[src/rtl/lsq_age_cmp.sv]
module lsq_age_cmp #(
    parameter int SEQ_W = 5
) (
    input  logic [SEQ_W:0] a_sid,
    input  logic [SEQ_W:0] b_sid,
    output logic           a_younger
);
    logic same_lap;

    always_comb begin
        same_lap = (a_sid[SEQ_W] == b_sid[SEQ_W]);
        if (same_lap)
            a_younger = (a_sid[SEQ_W-1:0] > b_sid[SEQ_W-1:0]);
        else
            a_younger = (a_sid[SEQ_W-1:0] < b_sid[SEQ_W-1:0]);
    end
endmodule

[src/rtl/lsq_conflict_scan.sv]
module lsq_conflict_scan #(
    parameter int DEPTH   = 16,
    parameter int SEQ_W   = 5,
    parameter int WADDR_W = 30
) (
    input  logic [DEPTH-1:0]   ent_valid,
    input  logic [DEPTH-1:0]   ent_store,
    input  logic [DEPTH-1:0]   ent_ci,
    input  logic [DEPTH-1:0]   ent_done,
    input  logic [DEPTH-1:0]   ent_dummy,
    input  logic [SEQ_W:0]     ent_sid    [DEPTH],
    input  logic [SEQ_W:0]     ent_parent [DEPTH],
    input  logic [WADDR_W-1:0] ent_waddr  [DEPTH],
    input  logic               probe_valid,
    input  logic [SEQ_W:0]     probe_sid,
    input  logic               probe_ci,
    input  logic [SEQ_W:0]     probe_parent,
    input  logic [WADDR_W-1:0] probe_waddr,
    output logic [DEPTH-1:0]   hits
);
    for (genvar i = 0; i < DEPTH; i++) begin : g_slot
        logic is_younger;
        logic same_group;
        logic eligible;

        lsq_age_cmp #(.SEQ_W(SEQ_W)) u_age (
            .a_sid     (ent_sid[i]),
            .b_sid     (probe_sid),
            .a_younger (is_younger)
        );

        assign same_group = probe_ci && ent_ci[i] && (ent_parent[i] == probe_parent);
        assign eligible   = ent_valid[i] && !ent_store[i] && ent_done[i] && !ent_dummy[i];
        assign hits[i]    = probe_valid && eligible && is_younger && !same_group &&
                            (ent_waddr[i] == probe_waddr);
    end
endmodule

[config.mk]
export PLATFORM = sky130hd
export DESIGN_NAME = lsq_conflict_scan
export DESIGN_NICKNAME = d
export VERILOG_FILES = /design/src/rtl/lsq_age_cmp.sv /design/src/rtl/lsq_conflict_scan.sv
export SDC_FILE = /design/constraint.sdc
export NUM_CORES = 1
export LEC_CHECK = 0
export ABC_CLOCK_PERIOD_IN_PS = 3680
export BUFFER_PORTS_ARGS = -buffer_cell sky130_fd_sc_hd__buf_2
export CORE_AREA = 4 4 311 313
export DETAILED_ROUTE_END_ITERATION = 8
export DIE_AREA = 0 0 315 317
export SYNTH_ARGS = -nofsm -noshare
export SYNTH_HDL_FRONTEND = slang
export SYNTH_HIERARCHICAL = 1
export SYNTH_SLANG_ARGS = --single-unit
export TNS_END_PERCENT = 1
[constraint.sdc]
create_clock -name vclk -period 3.68
set_input_delay 0.368 -clock vclk [all_inputs]
set_output_delay 0.368 -clock vclk [all_outputs]
set_load 0.005 [all_outputs]
[After elaboration in Yosys (flattened, before gate mapping)]
Cells that the tools add are included.
Operators by class
  $lt $le $gt $ge: 32
  mux-type cells: 16
  equal/unequal tests: 48
  reductions and logical operators: 192
Operators by type and width (number)
  $eq A30 B30 Y1: 16
  $logic_and A1 B1 Y1: 144
  $eq A6 B6 Y1: 16
  $gt A5 B5 Y1: 16
  $lt A5 B5 Y1: 16
  $logic_not A1 Y1: 48
  $eq A1 B1 Y1: 16
  $mux W1: 16
Word-level totals
  bits of input ports: 796
  register bits after elaboration: 0
  output and inout port bits: 16
  word-level logic and storage cells: 288

[Longest topological paths before layout]
Gate-level depths: netlist of the first run.
  word-level depth: 8
  depth in mapped cells: 9
  mapped depth without buffers: 9

[Cells and area by module]
The synthesis of the first run kept the hierarchy.
Modules (own cells, without submodules)
  lsq_conflict_scan: cells each 908, instances 1, sequential area each 0.0 um^2, area each 6960.4 um^2
  lsq_age_cmp: cells each 19, instances 16, sequential area each 0.0 um^2, area each 150.1 um^2

[Worst setup path before layout of the first run]
No wires, ideal clock.
  path type: input-to-output
  from: input probe_sid[4]
  to: output hits[2]
  stages on the path: 9
  arrival time: 2338 ps
  path slack: 974 ps
  path through: inv_1 ha_1 nand4_2 o221ai_2 mux2i_1 nor4bb_1 nand3_1 or4_1 nor4_1
On the way
  word-level cells in the longest chain between the ends: 5
  elaborated cells on any way between the ends: 6
  classes of those cells: order compare: 2; mux: 1; reduce/logical: 3
RTL lines
  start: declaration: line lsq_conflict_scan.sv:15  | input logic [SEQ_W:0] probe_sid,
  $lt A5 B5 Y1 or $gt A5 B5 Y1 (tied branches): line lsq_age_cmp.sv:15, lsq_age_cmp.sv:13
  $mux W1 *: line lsq_age_cmp.sv:12  | if (same_lap)
  net g_slot[2].is_younger: line lsq_conflict_scan.sv:22  | logic is_younger;
  $logic_and A1 B1 Y1 * (3 in series): line lsq_conflict_scan.sv:34  | assign hits[i] = probe_valid && eligible && is_younger && !same_group &&
  end: declaration: line lsq_conflict_scan.sv:19  | output logic [DEPTH-1:0] hits
The timed path passes the listed nets; every way through them passes the cells marked *.

[Worst setup path after layout of the first run]
Same ends and word-level chain as after synthesis.

==> results.json, run 1 <==
{
  "yosysTopAreaCellShare": 0.422,
  "grt-ovfl-total": 0,
  "avgSynthCellArea_um2": 7.73,
  "period_needed_ns": 3.64,
  "status": "completed",
  "worstPathCellList": "buf_4 > buf_6 > buf_4 > inv_1 > ha_4 > nand4_2 > o221ai_2 > mux2i_1 > nor4bb_4 > nand3_2 > or4_4 > nor4_4 > buf_2",
  "whs_ns": 1.19,
  "routedWlPerCell_um": 27.8,
  "slew_viol_final": 0,
  "routed_wl_mm": 92.7,
  "io_pins": 812,
  "startpoint_type": "input port",
  "antenna_found_initial": 59,
  "drive_gt1_frac": 0.485,
  "remaining_drc_errors": 0,
  "area.growth.synth_to_final_pct": 71.8,
  "portBuffers": 812,
  "final_cell_mix": "buf_2, xor2_1, xnor2_1, nor4_1, inv_1",
  "fmax_mhz": 275,
  "seq_cells": 0,
  "regArea_um2": 0,
  "finalSetupViolCount": 0,
  "finalCritPeriodShare": 0.989,
  "grt_start_max_net_pins": 17,
  "coreArea_mm2": 0.0943,
  "critPathArrivalTime_ns": 3.27,
  "worst_path_max_delay_cell": "or4_4",
  "endpoint": "hits[2]",
  "crit_cells": 13,
  "final_area_mm2": 0.0161,
  "syn_area_mm2": 0.00936,
  "num_vias": 12900,
  "grt_usage": 0.172,
  "dp_hpwl_mm": 81.8,
  "synth_top_cell_by_area": "xor2_1",
  "crit_fanout": 8,
  "irDropWorstVdd_mv": 0.0551,
  "first_iter_violations": 781,
  "gp_congestion": 0.916,
  "syn_nets": 2088,
  "rows": 113,
  "power_leakage_nw": 7.71,
  "drt_first_pass_iters": 5,
  "dpl-instance-area_mm2": 0.0156,
  "p_total_mw": 1.96,
  "clock_buffers": 0,
  "synth_cell_types": 21,
  "initial_core_util": 0.0993,
  "die_y_um": 317,
  "grt_pass1_wl_mm": 115,
  "dieArea_mm2": 0.0999,
  "crit_start": "probe_sid[4]",
  "ant_nets": 0,
  "maxSlewHeadroom": 0.304,
  "fin_cells": 3331,
  "endpoint_kind": "output pin",
  "nets": 2934,
  "worst-path-buf-inv": 5,
  "synth_top_cells_by_area": "xor2_1, xnor2_1, ha_1",
  "grt_pass1_vias": 13000,
  "cts_hold_buf": 0,
  "crit_required_ns": 3.31,
  "yosys_warnings": 6,
  "cpPeakStageDelay_ns": 0.50,
  "dp.cells": 3318,
  "die_w_um": 315,
  "crit_type": "input port to output pin",
  "layout_commonest_cell": "buf_2",
  "viasPerCell": 3.86,
  "hold_viol": 0,
  "hp-class": "input port to output pin",
  "seq_area_frac_synth": 0,
  "synth_cells": 1212,
  "power_density_mw_per_mm2": 122,
  "cp_common_cell": "buf_4",
  "fillers": 10900,
  "rsz0062_at_grt": "yes",
  "worstMarginPinSlew_ns": 1.03,
  "post-route-util": 0.171,
  "critical-path-top-delay-family": "simple AND/OR/NAND/NOR gates",
  "maxCapViolCount": 0
}
## cell families after synthesis
group	synth area share
buffers and inverters	0.0742
multiplexers	0.0171
XOR/XNOR	0.553
AO/OA/AOI/OAI	0.0535
adder cells (fa/ha/maj)	0.107
AND/OR/NAND/NOR	0.196
## cells in the mapped netlist (all sizes together)
library cell,instances
clkbuf,31
mux2i,16
o221ai,16
inv,97
buf,45
o21ai,16
o2111ai,1
ha,80
xnor2,140
nor4bb,16
a2111o,1
nor4,128
nand2,32
or4,16
nand3,47
nand4,47
a21oi,32
xor2,451
## power by group
| part | total, mW | internal (mW) | switching (mW) |
|---|---|---|---|
| clock | 0.000000138 | 0.000000138 | 0 |
| combinational | 1.96 | 0.873 | 1.08 |
| sequential | 0 | 0 | 0 |
| total | 1.96 | 0.873 | 1.08 |
## tightest hold or removal path, stage by stage
cell,delay [ns]
buf_2,0.11
nand3_1,0.07
or4_1,0.11
nor4_1,0.04
buf_2,0.13
## worst min-delay path by stage
stage,start,end,slack (ns),depth (start not counted)
6_report,ent_valid[6],hits[6],1.19,5
3_5_place_dp,ent_valid[6],hits[6],1.19,5
5_1_grt,ent_valid[6],hits[6],1.23,5
3_3_place_gp,ent_valid[6],hits[6],1.18,5
4_1_cts,ent_valid[6],hits[6],1.19,5
2_1_floorplan,ent_valid[0],hits[0],0.92,3
## final cells by class
cell class	instances	area, um^2	share of cell area
Timing Repair Buffer	920	5040	0.314
Tap cell	1265	1580	0.0984
Multi-Input combinational cell	1039	9060	0.564
Antenna cell	10	25.0	0.00156
Inverter	97	364	0.0226
## per-stage QoR
stage	setup slack [ns]	setup TNS, ns
after floorplan	0.974	0
after global placement	-1.31	-2.12
after detailed placement	-0.819	-1.83
after CTS	-0.0589	-0.0592
after global routing	-0.132	-0.426
final	0.0388	0
## routing by layer
metal	track usage	routed length (um)	up-vias
li1	-	-	5842
met1	0.220	39200	5958
met2	0.284	41900	850
met3	0.0555	8880	167
met4	0.0342	2500	36
met5	0.00387	230	-
## what timing repair did
action	CTS	global route
resized for setup	26	38
cloned	0	0
setup endpoints to repair	11	15
pin swaps	11	16
buffers inserted	3	0
Power figures use the tool's default switching activity.
==> run 2, diff against run 1 <==
- CELL_PAD_IN_SITES_DETAIL_PLACEMENT: not set -> 1
- CELL_PAD_IN_SITES_GLOBAL_PLACEMENT: not set -> 1
- CORE_AREA: 4 4 311 313 -> 4 4 317 319
- DIE_AREA: 0 0 315 317 -> 0 0 321 323
- PLACE_DENSITY: not set -> 0.39
==> run 2 against run 1 <==
Effect of this change: combinational power hardly changed; global-route usage is 0.59 points higher; sequential cell count stayed put; fmax rose by 1.9%; cell area up 1.2%; critical path type unchanged; largest cell class unchanged.
==> results.json, run 2 (synthesis gave the netlist of run 1 again) <==
{
  "pwr-share-comb": 1.000,
  "grt_pass1_vias": 14600,
  "area.growth.synth_to_final_pct": 73.8,
  "drt_first_pass_iters": 4,
  "first_iter_violations": 521,
  "io_pins": 812,
  "antenna_found_initial": 42,
  "crit_fanout": 12,
  "setup_ws_ns": 0.107,
  "power_leakage_nw": 7.74,
  "crit_required_ns": 3.31,
  "final_cell_mix": "buf_2, xor2_1, xnor2_1, nor4_1, buf_4",
  "worstPathCellList": "buf_2 > buf_12 > inv_1 > ha_1 > nand4_4 > o221ai_2 > mux2i_1 > nor4bb_4 > buf_4 > nand3_1 > or4_4 > buf_6 > nor4_4 > buf_2",
  "hold_viol": 0,
  "worst-path-buf-inv": 6,
  "grt-ovfl-total": 0,
  "multi_input_area_mm2": 0.00919,
  "gp_congestion": 0.973,
  "worst_path_max_delay_cell": "or4_4",
  "critical-path-top-delay-family": "simple AND/OR/NAND/NOR gates",
  "viasPerCell": 3.77,
  "ant_nets": 0,
  "maxSlewHeadroom": 0.249,
  "routed_wl_mm": 98.6,
  "crit_type": "input port to output pin",
  "fillers": 12000,
  "regArea_um2": 0,
  "post-route-util": 0.166,
  "p_seq_frac": 0,
  "clock_buffers": 0,
  "initial_core_util": 0.0957,
  "worstMarginPinSlew_ns": 1.12,
  "num_vias": 12700,
  "period_needed_ns": 3.57,
  "finalCritPeriodShare": 0.971,
  "rsz0062_at_grt": "yes",
  "dieArea_mm2": 0.104,
  "seq_cells": 0,
  "power_density_mw_per_mm2": 121,
  "cp_common_cell": "buf_2",
  "p_sw_mw": 1.09,
  "swShare": 0.553,
  "endpoint_kind": "output pin",
  "maxCapViolCount": 0,
  "drive_gt1_frac": 0.493,
  "grt_usage": 0.178,
  "postCtsSetupRepairBufs": 0,
  "grt_pass1_wl_mm": 126,
  "finalSetupViolCount": 0,
  "place_ws_ns": -0.383,
  "die_y_um": 323,
  "critPathArrivalTime_ns": 3.21,
  "remaining_drc_errors": 0,
  "die_w_um": 321,
  "cpPeakStageDelay_ns": 0.55,
  "startpoint_type": "input port",
  "slew_viol_final": 0,
  "clkPwrFrac": 0,
  "nets": 2935,
  "status": "completed",
  "coreArea_mm2": 0.0978,
  "routedWlPerCell_um": 29.3,
  "grt_start_max_net_pins": 17,
  "internal_power_mw": 0.882,
  "rows": 115,
  "hp-class": "input port to output pin",
  "portBuffers": 812,
  "layout_commonest_cell": "buf_2",
  "irDropWorstVdd_mv": 0.0467,
  "cts_hold_buf": 0,
  "fmax_mhz": 280,
  "dp_hpwl_mm": 87.7
}
-- run 2: per-stage QoR --
stage	setup TNS, ns	area [um^2]	hold slack [ns]	instances	total power [mW]
2_1_floorplan	0	9360	0.924	1212	0.863
3_3_place_gp	-1.96	15700	1.23	3344	1.91
3_5_place_dp	-2.73	15700	1.23	3344	1.94
4_1_cts	-0.142	15900	1.23	3344	1.98
5_1_grt	-0.195	16300	1.26	3362	2.13
6_report	0	16300	1.23	3366	1.97
-- run 2: repair_timing --
item	4_1_cts	5_1_grt
endpoints found under the hold margin	0	0
pin swaps	16	25
endpoints found under the setup margin	15	16
gates resized for setup	44	39
-- run 2: worst paths after layout --
check	from	end	slack [ns]	cells past startpoint
setup / recovery	probe_sid[3]	hits[0]	0.11	14
hold / removal	ent_waddr[264]	hits[7]	1.23	6
-- run 2: per-layer routing --
| metal | GRT usage | share of wire | vias up |
|---|---|---|---|
| met4 | 0.0469 | 0.029 | 18 |
| met2 | 0.313 | 0.48 | 594 |
| met3 | 0.0332 | 0.067 | 114 |
| met1 | 0.223 | 0.42 | 6105 |
| li1 | - | - | 5849 |
| met5 | 0 | 0.0012 | - |
-- run 2: area by class of cell --
type | count | area share
tap | 1287 | 0.0990
inverter | 97 | 0.0224
multi-input combinational | 1039 | 0.565
timing repair buffer | 921 | 0.310
antenna | 22 | 0.00338
-- run 2: power by group through the flow --
stage | registers [mW] | logic (mW) | clock network [mW]
after floorplan | 0 | 0.863 | 0
after detailed placement | 0 | 1.94 | 0
after global routing | 0 | 2.13 | 0.000000657
final | 0 | 1.97 | 0.000000580
after global placement | 0 | 1.91 | 0
after CTS | 0 | 1.98 | 0
==> run 3, diff against run 2 <==
- SETUP_SLACK_MARGIN: not set -> 0.2
==> run 3 against run 2 <==
Effect of this change: hold slack better by 0.00083 ns; non-clock buffer count up 1; count of clock-buffer cells in the layout unchanged; combinational power about the same; final cell count unchanged; global-route usage up 0.053 points; total power up 0.51%; die area unchanged.
==> results.json, run 3 (synthesis gave the netlist of run 1 again) <==
{
  "setup_ws_ns": 0.101,
  "irDropWorstVdd_mv": 0.0467,
  "dpl-instance-area_mm2": 0.0157,
  "dp_hpwl_mm": 87.7,
  "crit_required_ns": 3.31,
  "cts_hold_buf": 0,
  "regArea_um2": 0,
  "ant_nets": 0,
  "first_iter_violations": 482,
  "whs_ns": 1.23,
  "finalCritPeriodShare": 0.973,
  "coreArea_mm2": 0.0978,
  "grt-ovfl-total": 0,
  "finalSetupViolCount": 0,
  "routed_wl_mm": 98.9,
  "rsz0062_at_grt": "yes",
  "status": "completed",
  "grt_usage": 0.179,
  "worst_path_max_delay_cell": "or4_4",
  "initial_core_util": 0.0957,
  "layout_commonest_cell": "buf_2",
  "fillers": 12000,
  "top_layer_used": "met5",
  "rows": 115,
  "clock_buffers": 0,
  "drive_gt1_frac": 0.497,
  "dieArea_mm2": 0.104,
  "final_cell_mix": "buf_2, xor2_1, xnor2_1, nor4_1, inv_1",
  "maxSlewHeadroom": 0.216,
  "p_sw_mw": 1.10,
  "dr_wl_met3_mm": 5.64,
  "num_vias": 12800,
  "grt_pass1_wl_mm": 126,
  "die_w_um": 321,
  "remaining_drc_errors": 0,
  "hold_viol": 0,
  "p_seq_frac": 0,
  "antenna_found_initial": 42,
  "internal_power_mw": 0.887,
  "critPathArrivalTime_ns": 3.21,
  "period_needed_ns": 3.58,
  "endpoint_kind": "output pin",
  "pwr-share-comb": 1.000,
  "routedWlPerCell_um": 29.4,
  "worstMarginPinSlew_ns": 1.17,
  "slew_viol_final": 0,
  "nets": 2936,
  "die_y_um": 323,
  "dr_wl_met2_mm": 48.1,
  "met1_length_mm": 42.3,
  "portBuffers": 812,
  "clkPwrFrac": 0,
  "maxCapViolCount": 0,
  "viasPerCell": 3.79,
  "power_density_mw_per_mm2": 121,
  "post-route-util": 0.167,
  "crit_type": "input port to output pin",
  "crit_fanout": 6,
  "drt_first_pass_iters": 5,
  "grt_start_max_net_pins": 17,
  "swShare": 0.553,
  "power_leakage_nw": 7.76,
  "grt_pass1_vias": 14700,
  "final_area_mm2": 0.0164,
  "gp_congestion": 0.973,
  "startpoint_type": "input port",
  "cpPeakStageDelay_ns": 0.58,
  "io_pins": 812,
  "worstPathCellList": "buf_4 > buf_12 > inv_1 > ha_4 > nand4_2 > o221ai_2 > mux2i_2 > nor4bb_4 > nand3_4 > or4_4 > buf_6 > nor4_1 > buf_2",
  "place_ws_ns": -0.383,
  "area.growth.synth_to_final_pct": 75.0,
  "seq_cells": 0,
  "hp-class": "input port to output pin",
  "fmax_mhz": 279
}
## run 3: timing repair
| item | CTS | global route |
|---|---|---|
| setup endpoints to repair | 16 | 15 |
| pin swaps | 43 | 17 |
| resized for setup | 75 | 21 |
| buffers inserted | 0 | 0 |
| gates cloned | 1 | 0 |
## run 3: path summary, 6_finish.rpt
path | cells after the start | to | slack [ns] | startpoint
max | 13 | hits[7] | 0.10 | probe_sid[4]
min | 6 | hits[7] | 1.23 | ent_waddr[266]
## run 3: through the flow
| step | setup TNS [ns] | power [mW] | std cells |
|---|---|---|---|
| after floorplan | 0 | 0.863 | 1212 |
| after global placement | -1.96 | 1.91 | 3344 |
| after detailed placement | -2.73 | 1.94 | 3344 |
| after CTS | 0 | 2.00 | 3345 |
| after global routing | 0 | 2.14 | 3363 |
| final | 0 | 1.98 | 3366 |
## run 3: layer usage
layer  global-route usage  vias to the layer above
met5                    0                        -
met4               0.0467                       18
met3               0.0359                      112
met2                0.314                      576
met1                0.222                     6214
li1                     -                     5846
## run 3: final cells by class
class | instances | area (um^2) | area share
diodes | 21 | 52.6 | 0.00321
repair buffers | 922 | 5100 | 0.311
well taps | 1287 | 1610 | 0.0983
multi-input cells | 1039 | 9260 | 0.565
inverters | 97 | 364 | 0.0222
## run 3: power groups by stage
stage                     Combinational [mW]  Sequential (mW)   Clock (mW)
after floorplan                        0.863                0            0
after global placement                  1.91                0            0
after detailed placement                1.94                0            0
after CTS                               2.00                0            0
after global routing                    2.14                0  0.000000656
final                                   1.98                0  0.000000768
## run 3: worst max-delay path: cells and delay by family
kind,cells,cell delay [ns]
AO/OA/AOI/OAI,1,0.18
AND/OR/NAND/NOR,5,1.44
adder cells (fa/ha/maj),1,0.28
multiplexers,1,0.28
buffers and inverters,5,0.66
